**config.mk**
```make
export PLATFORM = sky130hd
export DESIGN_NAME = esc_detect
export DESIGN_NICKNAME = d
export VERILOG_FILES = /design/src/rtl/esc_detect.sv
export SDC_FILE = /design/constraint.sdc
export NUM_CORES = 1
export LEC_CHECK = 0
export BUFFER_PORTS_ARGS = -buffer_cell sky130_fd_sc_hd__buf_4
export CAP_MARGIN = 20
export CELL_PAD_IN_SITES_DETAIL_PLACEMENT = 1
export CELL_PAD_IN_SITES_GLOBAL_PLACEMENT = 1
export CORE_MARGIN = 2
export CORE_UTILIZATION = 30
export DETAILED_ROUTE_END_ITERATION = 8
export PLACE_DENSITY_LB_ADDON = 0.1
export SLEW_MARGIN = 0
export SYNTH_ARGS = -nofsm -noshare
export SYNTH_HDL_FRONTEND = slang
export SYNTH_SLANG_ARGS = --single-unit
```
**constraint.sdc**
```tcl
create_clock -name clk_i -period 1.9 [get_ports clk_i]
set_input_delay 0.38 -clock clk_i [delete_from_list [all_inputs] [get_ports clk_i]]
set_output_delay 0.38 -clock clk_i [all_outputs]
set_load 0.02 [all_outputs]
```
**src/rtl/esc_detect.sv**
```systemverilog
module esc_detect #(
  parameter int SYNC_STAGES = 2,
  parameter int CNT_W       = 4
) (
  input  logic       clk_i,
  input  logic       rst_ni,
  input  logic       lnk_clk_i,
  input  logic       lnk_dat_i,
  output logic       esc_valid_o,
  output logic [1:0] esc_kind_o,
  output logic       esc_reset_o
);

  localparam logic [CNT_W-1:0] CNT_MAX = '1;
  localparam int               MSB     = SYNC_STAGES - 1;

  logic [MSB:0]       clk_sh, dat_sh;
  logic               lk_s, dk_s, lk_q, dk_q;
  logic               rise, fall, tog, hit;
  logic [CNT_W-1:0]   cnt;
  logic [1:0]         kind_c;

  generate
    if (SYNC_STAGES == 1) begin : g_one
      always_ff @(posedge clk_i) begin
        if (!rst_ni) begin
          clk_sh <= '0;
          dat_sh <= '0;
        end else begin
          clk_sh <= lnk_clk_i;
          dat_sh <= lnk_dat_i;
        end
      end
    end else begin : g_chain
      always_ff @(posedge clk_i) begin
        if (!rst_ni) begin
          clk_sh <= '0;
          dat_sh <= '0;
        end else begin
          clk_sh <= {clk_sh[MSB-1:0], lnk_clk_i};
          dat_sh <= {dat_sh[MSB-1:0], lnk_dat_i};
        end
      end
    end
  endgenerate

  assign lk_s = clk_sh[MSB];
  assign dk_s = dat_sh[MSB];

  always_ff @(posedge clk_i) begin
    if (!rst_ni) begin
      lk_q <= 1'b0;
      dk_q <= 1'b0;
    end else begin
      lk_q <= lk_s;
      dk_q <= dk_s;
    end
  end

  assign rise = lk_s & ~lk_q;
  assign fall = ~lk_s & lk_q;
  assign tog  = lk_s & lk_q & (dk_s ^ dk_q);

  always_ff @(posedge clk_i) begin
    if (!rst_ni)                     cnt <= '0;
    else if (rise)                   cnt <= '0;
    else if (tog && cnt != CNT_MAX)  cnt <= cnt + 1'b1;
  end

  always_comb begin
    if (int'(cnt) >= 8)      kind_c = 2'd3;
    else if (int'(cnt) >= 6) kind_c = 2'd2;
    else if (int'(cnt) >= 4) kind_c = 2'd1;
    else                     kind_c = 2'd0;
  end

  assign hit = fall && (int'(cnt) >= 2);

  always_ff @(posedge clk_i) begin
    if (!rst_ni) begin
      esc_valid_o <= 1'b0;
      esc_kind_o  <= 2'd0;
      esc_reset_o <= 1'b0;
    end else begin
      esc_valid_o <= hit;
      esc_kind_o  <= hit ? kind_c : 2'd0;
      esc_reset_o <= hit && (kind_c == 2'd3);
    end
  end

endmodule

```
-- Yosys cells after proc, flatten, opt, wreduce, memory -nomap -nowiden
Cells that the tools add are included.
- bitwise logic cells: 8
- order comparisons: 4
- $add $sub $neg: 1
- mux-type cells: 3
- reductions and logical operators: 5
- eq/ne operators: 2
- operators with widths (kind ; number):
    4-bit by 3-bit greater-or-equal comparator with 1-bit output, second input constant ; 2
    4-bit by 1-bit adder with 4-bit output, second input constant ; 1
    1-bit AND ; 4
    4-bit by 2-bit greater-or-equal comparator with 1-bit output, second input constant ; 1
    4-bit greater-or-equal comparator, second input constant ; 1
    2-bit 2-to-1 mux ; 2
    4-bit inequality test, second input constant ; 1
    1-bit logical AND ; 3
    1-bit NOT ; 3
    2-bit equality test, second input constant ; 1
    2-bit AND reduction ; 1
    2-bit OR reduction ; 1
    1-bit 2-to-1 mux ; 1
    1-bit XOR ; 1
- logic and storage cells: 31
- bits of input ports: 4
- bits in registers: 14
- output and inout port bits: 4

-- Logic depth before layout (Yosys ltp)
Gate-level depths: netlist of run 1.
- depth after elaboration: 6
- depth in mapped cells: 4

-- Least setup slack after synthesis of run 1
OpenSTA, ideal clock, no wires.
- path kind: register -> register
- start point: reg cnt[1]
- end point: reg cnt[3]
- data arrival time: 1.188 ns
- path buffers: 0
- setup slack: 0.595 ns
- stages on the path, launching flop included: 5
- data required time: 1.782 ns
- cells stage by stage: dfxtp_1 ha_1 nand2b_1 or4_1 o2111a_1
- longest elaborated chain between the ends: 2
- RTL lines (what ; RTL line ; source):
    start: declaration ; 20 ; logic [CNT_W-1:0] cnt;
    start signal: assignment ; 67 ; else if (tog && cnt != CNT_MAX) cnt <= cnt + 1'b1;
    branches (longest 2 deep; another with 4-bit by 1-bit adder with 4-bit output) ; - ;
Several ways; the timed one is not identified.
A chain may end at the register's enable or synchronous reset.

-- Final worst setup path of run 1
Same ends and word-level chain as after synthesis.

==> out/metrics.cfg, run 1 <==
[clock_tree]
cts_resized=0
cts_root_buffer=clkbuf_4
clk_pin_slew_ns=0.08
clock_tree.buffer_depth=2
h-tree-depth=1
cts_tree=built
hold_buffers=0
clkLatencyLatePin_ns=0.28
cts_sinks=14
postCtsSetupRepairBufs=0
cts_buffers=3

[timing]
fin_setup_tns_ns=0
min_period_ns=1.387
fin_crit_sh=0.7301
final-setup-viol-count=0
drv_slew=0
max_freq_mhz=720.9
hold_viol_final=0
slew-limit-headroom=0.6716
fin_skew_ns=0.005048
max_slew.worst_pin.slew_ns=0.4892
rsz0062_at_grt=no

[setup_path]
reg2reg_from=cnt[1]
worstPathRequired_ns=2.08
reg2reg_depth=4
r2r_slack_ns=0.51
cp.arrival_ns=1.57
critPathKind=reg -> reg
end_kind=register
crit_start=cnt[1]
crit_end=cnt[3]
reg2reg_to=cnt[3]
start_kind=register
worstPathMaxFanout=6

[finish]
finalInstanceArea_um2=625.6
nFillCells=197
final_cells=79
antenna_cells=0
drive_gt1_frac=0.1935
area_growth_pct=17.37
nets=70
final_util=0.3704

[power]
power_leakage_nw=0.2245
power.total_mw=0.4856
max-vdd-ir-drop_uv=306.8
power_density_mw_per_mm2=776.2

[route]
routedWlPerCell_um=12.08
wl_um=954
vias=399
drt_iter0_markers=5
via_per_inst=5.051
antenna_left=0
firstDrtPassIters=2
drc=0

[placement]
placed_cells=76
io_buffers=7
place_area_um2=603.1
place_congestion=0.6522
dpl.hpwl_um=700.1

[global_routing]
use_met2=0.1611
antenna_found_initial=0
grt_pass1_vias=377
grt_max_degree=14
grt_pass1_wl_um=1690
gr-usage-all-layers=0.1195
grtUsageMet3=0.07843
met1_usage=0.1398
busiest_layer=met2
gr-total-overflow=0

[floorplanning]
core_mm2=0.001689
std_cell_rows=15
die_h_um=46.15
dieArea_mm2=0.002130
die_w_um=46.15
start_util=0.3156
pin_count=8

[synthesis]
syn-num-nets=59
netlist_area_um2=533.0
yosys_warnings=0
ys_seq_area_frac=0.5258
avgSynthCellArea_um2=10.06
syn-instance-count=53
ys_ff_latch=14
synth_cell_type_count=20

[hold_path]
hp-class=in -> reg

[outcome]
status=finished, final reports clean

[job]
maxCapViolCount=0

per-layer routing:
layer  part of all wire  vias to the layer above  routed length [um]
met5                  0                        -                   0
met4              0.010                        0                  10
met3              0.077                        2                  73
met2               0.47                       13                 447
met1               0.44                      183                 423
li1                   -                      201                   -
synth_stat cells:
master,number,area share
dfxtp_1,14,0.53
and2_1,5,0.059
nand3_1,5,0.047
nor2_1,4,0.028
inv_1,3,0.021
a21oi_1,2,0.019
ha_1,2,0.047
mux2i_1,2,0.038
nand2b_1,2,0.023
nand3b_1,2,0.028
nor3_1,2,0.019
o2111a_1,2,0.042
a311oi_1,1,0.016
and2_2,1,0.014
clkbuf_1,1,0.0070
nand2_1,1,0.0070
nor3b_1,1,0.014
or3_2,1,0.014
or4_1,1,0.014
xnor2_1,1,0.016
worst min path at each step:
stage              start        end  cells past startpoint
2_1_floorplan  clk_sh[0]  clk_sh[1]                      1
4_1_cts        lnk_clk_i  clk_sh[0]                      2
3_5_place_dp   clk_sh[0]  clk_sh[1]                      1
6_report       lnk_clk_i  clk_sh[0]                      2
5_1_grt        lnk_clk_i  clk_sh[0]                      2
3_3_place_gp   clk_sh[0]  clk_sh[1]                      1
cells in the final DEF (no fill, tap or decap):
cell,netlist,layout
dfxtp_1,14,14
buf_4,0,7
and2_1,5,5
nand3_1,5,5
nor2_1,4,4
inv_1,3,3
clkbuf_4,0,3
nor3_1,2,2
nand2b_1,2,2
o2111a_1,2,2
nand3b_1,2,2
a21oi_1,2,2
mux2i_1,2,2
ha_1,2,2
and2_2,1,1
nand2_1,1,1
xnor2_1,1,1
or4_1,1,1
nor3b_1,1,1
or3_2,1,1
a311oi_1,1,1
report_power, final:
group	total [mW]	switching [mW]	internal, mW
sequential	0.300	0.00217	0.298
clock	0.167	0.0938	0.0736
combinational	0.0178	0.00918	0.00866
through the flow:
step | hold slack, ns | setup WS, ns
after floorplan | 0.4119 | 0.5945
after global placement | 0.4139 | 0.5292
after detailed placement | 0.4247 | 0.5178
after CTS | 0.2860 | 0.4945
after global routing | 0.2866 | 0.3888
final | 0.2997 | 0.5128
flip-flops by register name (all words and copies together) (netlist names):
signal / flops
clk_sh: 2
cnt: 4
dat_sh: 2
dk_q: 1
esc_kind_o: 2
esc_reset_o: 1
esc_valid_o: 1
lk_q: 1
critical path, cell delays in order (launching register included):
cell      delay [ns]
dfxtp_1         0.36
ha_1            0.23
nand2b_1        0.14
or4_1           0.40
o2111a_1        0.15
layout make-up:
type	count	area (um^2)	share of cell area
Tap cell	17	21.27	0.03400
Multi-Input combinational cell	35	237.7	0.3800
Sequential cell	14	280.3	0.4480
Clock buffer	3	22.52	0.03600
Inverter	3	11.26	0.01800
Timing Repair Buffer	7	52.55	0.08400
kinds of logic (layout without fill, tap and decap cells):
group / after synthesis / after routing / synth area share
AOI/OAI and AO/OA: 5 / 5 / 0.07747
xor gates and xnor gates: 1 / 1 / 0.01643
adders and majority gates: 2 / 2 / 0.04694
buffers and inverters: 4 / 13 / 0.02816
DFF: 14 / 14 / 0.5258
muxes: 2 / 2 / 0.03756
and+or+nand+nor: 25 / 25 / 0.2676
No activity file was read; power rests on OpenSTA's default activity.
==> run 2: changes to the inputs <==
clock period = 1.4 ns   (was 1.9 ns; I/O delays follow)
==> run 2 against run 1 <==
Against the previous run: worst setup slack got worse by 0.43 ns; sequential power increased by 36%; final area increased by 4.0%; first-iteration DRC count decreased by 20%; worst hold slack got worse by 0.089 ns; largest cell class unchanged; routed wire length increased by 2.4%; power increased by 33%; via count increased by 2.8%; utilization increased by 1.5 points; register-to-register slack got worse by 0.43 ns.
==> out/metrics.cfg, run 2 (synthesis gave the netlist of run 1 again) <==
[outcome]
status=finished, final reports clean

[clock_tree]
cts_tree=built
cts_root_buffer=clkbuf_4
clock_tree.buffer_depth=2  ; unchanged
cts_buffers=3  ; unchanged
cts_sinks=14  ; unchanged
clkLatencyLatePin_ns=0.27  ; about the same
postCtsSetupRepairBufs=0  ; unchanged
h-tree-depth=1  ; unchanged
clk_pin_slew_ns=0.08  ; about the same
hold_buffers=0  ; unchanged

[timing]
fin_crit_sh=0.9395  ; +0.2093
min_period_ns=1.315  ; -0.07197 ns
max_slew.worst_pin.slew_ns=0.3969  ; -0.09235 ns
rsz0062_at_grt=no
fin_setup_tns_ns=0  ; unchanged
slew-limit-headroom=0.7335  ; +0.06188
whs_ns=0.2107  ; -0.08896 ns
max_freq_mhz=760.3  ; +5.5%
fin_skew_ns=0.003927  ; -0.001121 ns
final-setup-viol-count=0  ; unchanged
drv_slew=0  ; unchanged
hold_viol_final=0  ; unchanged

[setup_path]
end_kind=register
slowest_stage=or4_1
start_kind=register
critPathKind=reg -> reg
worst_path_largest_cell_delay_ns=0.48  ; +0.08 ns
critical-path-top-delay-family=simple AND/OR/NAND/NOR gates
worstPathMaxFanout=7  ; +1
cp.arrival_ns=1.48  ; -0.09 ns
crit_chain=nand3_1, or4_1, o2111a_1
cp.buffers_inverters=0  ; unchanged
worstPathRequired_ns=1.56  ; -0.52 ns

[global_routing]
grt_pass1_wl_um=1697  ; +0.41%
grt_pass1_vias=404  ; +7.2%
grt_max_degree=14  ; unchanged
met1_usage=0.1294  ; -0.01040
busiest_layer=met2
antenna_found_initial=0  ; unchanged
gr-total-overflow=0  ; unchanged
grtUsageMet3=0.04706  ; -0.03137
use_met2=0.1889  ; +0.02778
gr-usage-all-layers=0.1176  ; -0.001887

[floorplanning]
die_h_um=46.15  ; unchanged
start_util=0.3156  ; unchanged
std_cell_rows=15  ; unchanged
pin_count=8  ; unchanged
dieArea_mm2=0.002130  ; unchanged
die_w_um=46.15  ; unchanged
core_mm2=0.001689  ; unchanged

[finish]
finalInstanceArea_um2=650.6  ; +4.0%
antenna_cells=0  ; unchanged
largest_register_ffs=4  ; unchanged
area_growth_pct=22.07
nets=73  ; +4.3%
top_register=cnt
mostFrequentLayoutCells=dfxtp_1 (14), buf_4 (10), and2_1 (5), nand3_1 (5), nor2_1 (4)
final_util=0.3852  ; +0.01482
nFillCells=205  ; +4.1%
drive_gt1_frac=0.2462  ; +0.05261
final_common_cell=dfxtp_1

[hold_path]
hp-class=in -> reg

[route]
vias=410  ; +2.8%
drt_iter0_markers=4  ; -1
firstDrtPassIters=3  ; +1
drc=0  ; unchanged
routedWlPerCell_um=11.91  ; -1.3%
via_per_inst=5.000  ; -1.0%
wl_um=977  ; +2.4%
antenna_left=0  ; unchanged

[power]
power_density_mw_per_mm2=995.3  ; +28%
power_leakage_nw=0.2377  ; +5.9%
max-vdd-ir-drop_uv=390.8  ; +27%

[job]
maxCapViolCount=0  ; unchanged

[placement]
dpl.hpwl_um=727.4  ; +3.9%
place_area_um2=625.6  ; +3.7%
io_buffers=7  ; unchanged
place_congestion=0.6304  ; -3.3%

[run 2: worst paths after layout]
kind                   from         to  slack (ns)  cells past startpoint
setup reg to reg     cnt[2]     cnt[3]        0.08                      3
setup / recovery     cnt[2]     cnt[3]        0.08                      3
hold / removal    lnk_clk_i  clk_sh[0]        0.21                      2
hold reg to reg   dat_sh[0]  dat_sh[1]        0.44                      1
[run 2: worst reg2reg max path: stages, from the launching register on]
cell and delay [ns]:
dfxtp_1 0.44, nand3_1 0.14, or4_1 0.48, o2111a_1 0.15
[run 2: routing by layer]
metal,share of wire,wire length [um]
met5,0,0
met2,0.49,483
met4,0,0
met1,0.46,452
met3,0.042,41
[run 2: power breakdown]
group / total (mW) / switching [mW] / internal [mW]
combinational: 0.0240 / 0.0122 / 0.0118
sequential: 0.407 / 0.00279 / 0.405
clock: 0.216 / 0.117 / 0.0994
[run 2: area by class of cell]
| class | instances | area (um^2) | share of cell area |
|---|---|---|---|
| flip-flops and latches | 14 | 280.3 | 0.4308 |
| multi-input cells | 35 | 240.2 | 0.3692 |
| repair buffers | 10 | 75.07 | 0.1154 |
| clock buffers | 3 | 22.52 | 0.03462 |
| well taps | 17 | 21.27 | 0.03269 |
| inverters | 3 | 11.26 | 0.01731 |
[run 2: timing repair]
action | in CTS | in global routing
resized for setup | 0 | 1
endpoints found under the setup margin | 0 | 1
endpoints found under the hold margin | 0 | 0
[run 2: through the flow]
stage	power, mW	setup slack (ns)	instances
after floorplan	0.4303	0.09455	53
after global placement	0.4411	0.09292	79
after detailed placement	0.4417	0.06646	79
after CTS	0.6644	0.05257	82
after global routing	0.6895	0.001827	82
final	0.6475	0.08476	82
==> run 3: changes to the inputs <==
CTS_BUF_LIST = sky130_fd_sc_hd__clkbuf_2   (was unset)
==> run 3 against run 2 <==
Against the previous run: clock power fell by 19%; global-route usage fell by 0.24 points; cell count did not move; worst hold slack improved by 0.0055 ns; critical endpoint unchanged; largest power group unchanged.
==> out/metrics.cfg, run 3 (synthesis gave the netlist of run 1 again) <==
[setup_path]
crit_start=cnt[0]
start_kind=register
reg2reg_from=cnt[0]
worstPathMaxFanout=4  ; -3
end_kind=register
cp.arrival_ns=1.47  ; about the same
worstPathRequired_ns=1.56  ; about the same
critPathKind=reg -> reg

[finish]
drive_gt1_frac=0.2923  ; +0.04615
final_common_cell=dfxtp_1
nets=73  ; unchanged
top_register=cnt
finalInstanceArea_um2=646.9  ; -0.58%
antenna_cells=0  ; unchanged
area_growth_pct=21.36
mostFrequentLayoutCells=dfxtp_1 (11), buf_4 (10), and2_1 (5), nand3_1 (5), nor2_1 (4)
largest_register_ffs=4  ; unchanged

[power]
power_leakage_nw=0.2380  ; about the same
max-vdd-ir-drop_uv=297.9  ; -24%
power.total_mw=0.6075  ; -6.2%
power_density_mw_per_mm2=939.1  ; -5.6%

[timing]
fin_skew_ns=0.004351  ; +0.0004235 ns
max_slew.worst_pin.slew_ns=0.4044  ; +0.007591 ns
max_freq_mhz=763.1  ; +0.37%
rsz0062_at_grt=no
finalWorstSetupSlack_ns=0.08959  ; +0.004831 ns
slew-limit-headroom=0.7284  ; -0.005097
hold_viol_final=0  ; unchanged
fin_crit_sh=0.9360  ; -0.003451
drv_slew=0  ; unchanged
fin_setup_tns_ns=0  ; unchanged
final-setup-viol-count=0  ; unchanged
min_period_ns=1.310  ; -0.004832 ns

[placement]
place_congestion=0.6304  ; unchanged
io_buffers=7  ; unchanged
place_area_um2=625.6  ; unchanged
place_ws_ns=0.06646  ; unchanged
dpl.hpwl_um=727.4  ; unchanged

[clock_tree]
cts_buffers=3  ; unchanged
hold_buffers=0  ; unchanged
cts_sinks=14  ; unchanged
cts_root_buffer=clkbuf_2
h-tree-depth=1  ; unchanged
cts_tree=built
clock_tree.buffer_depth=2  ; unchanged
clk_pin_slew_ns=0.13  ; +0.05 ns
clkLatencyLatePin_ns=0.26  ; about the same

[hold_path]
hp-class=in -> reg
min_from=lnk_clk_i

[floorplanning]
pin_count=8  ; unchanged
std_cell_rows=15  ; unchanged
dieArea_mm2=0.002130  ; unchanged
core_mm2=0.001689  ; unchanged
die_h_um=46.15  ; unchanged
die_w_um=46.15  ; unchanged
start_util=0.3156  ; unchanged

[global_routing]
gr-usage-all-layers=0.1152  ; -0.002400
antenna_found_initial=0  ; unchanged
grt_pass1_vias=406  ; +0.50%
grt_pass1_wl_um=1690  ; -0.41%
grt_max_degree=14  ; unchanged
gr-total-overflow=0  ; unchanged

[route]
via_per_inst=4.927  ; -1.5%
drc=0  ; unchanged
firstDrtPassIters=2  ; -1
antenna_left=0  ; unchanged
routedWlPerCell_um=12.17  ; +2.1%
vias=404  ; -1.5%
wl_um=998  ; +2.1%
drt_iter0_markers=1  ; -3

[job]
maxCapViolCount=0  ; unchanged

[outcome]
status=finished, final reports clean

[run 3: repair_timing]
| action | in CTS | in global routing |
|---|---|---|
| endpoints found under the setup margin | 0 | 1 |
| endpoints found under the hold margin | 0 | 0 |
| gates resized for setup | 0 | 4 |
| setup buffers | 0 | 0 |
[run 3: worst paths after layout]
check         endpoint  slack [ns]  depth (start not counted)
max             cnt[3]        0.09                          4
min          clk_sh[0]        0.22                          2
max reg2reg     cnt[3]        0.09                          4
min reg2reg  dat_sh[1]        0.45                          1
[run 3: report_power, final]
part           total (mW)  internal, mW  switching, mW
clock               0.175        0.0585          0.117
combinational      0.0242        0.0118         0.0124
sequential          0.408         0.405        0.00277
total               0.607         0.475          0.132
[run 3: critical path, stage by stage (launching register included)]
cell	delay, ns
dfxtp_2	0.34
ha_2	0.19
nand2b_1	0.13
or4_1	0.40
o2111a_1	0.15
[run 3: cell type report]
type | count | area, um^2
Timing Repair Buffer | 10 | 75.07
Inverter | 3 | 11.26
Sequential cell | 14 | 284.0
Multi-Input combinational cell | 35 | 240.2
Clock buffer | 3 | 15.01
Fill cell | 203 | 1042
Tap cell | 17 | 21.27
[run 3: stage by stage]
stage	hold slack, ns	util	instances
after floorplan	0.4073	-	53
after global placement	0.4155	0.3704	79
after detailed placement	0.4241	0.3704	79
after CTS	0.1997	0.3793	82
after global routing	0.1919	0.3830	82
final	0.2163	0.3830	82
[run 3: routing by layer]
layer	part of all wire	up-vias	GRT usage
li1	-	207	-
met1	0.48	190	0.1294
met2	0.48	7	0.1889
met3	0.038	0	0.04706
met4	0	0	0.05143
met5	0	-	0
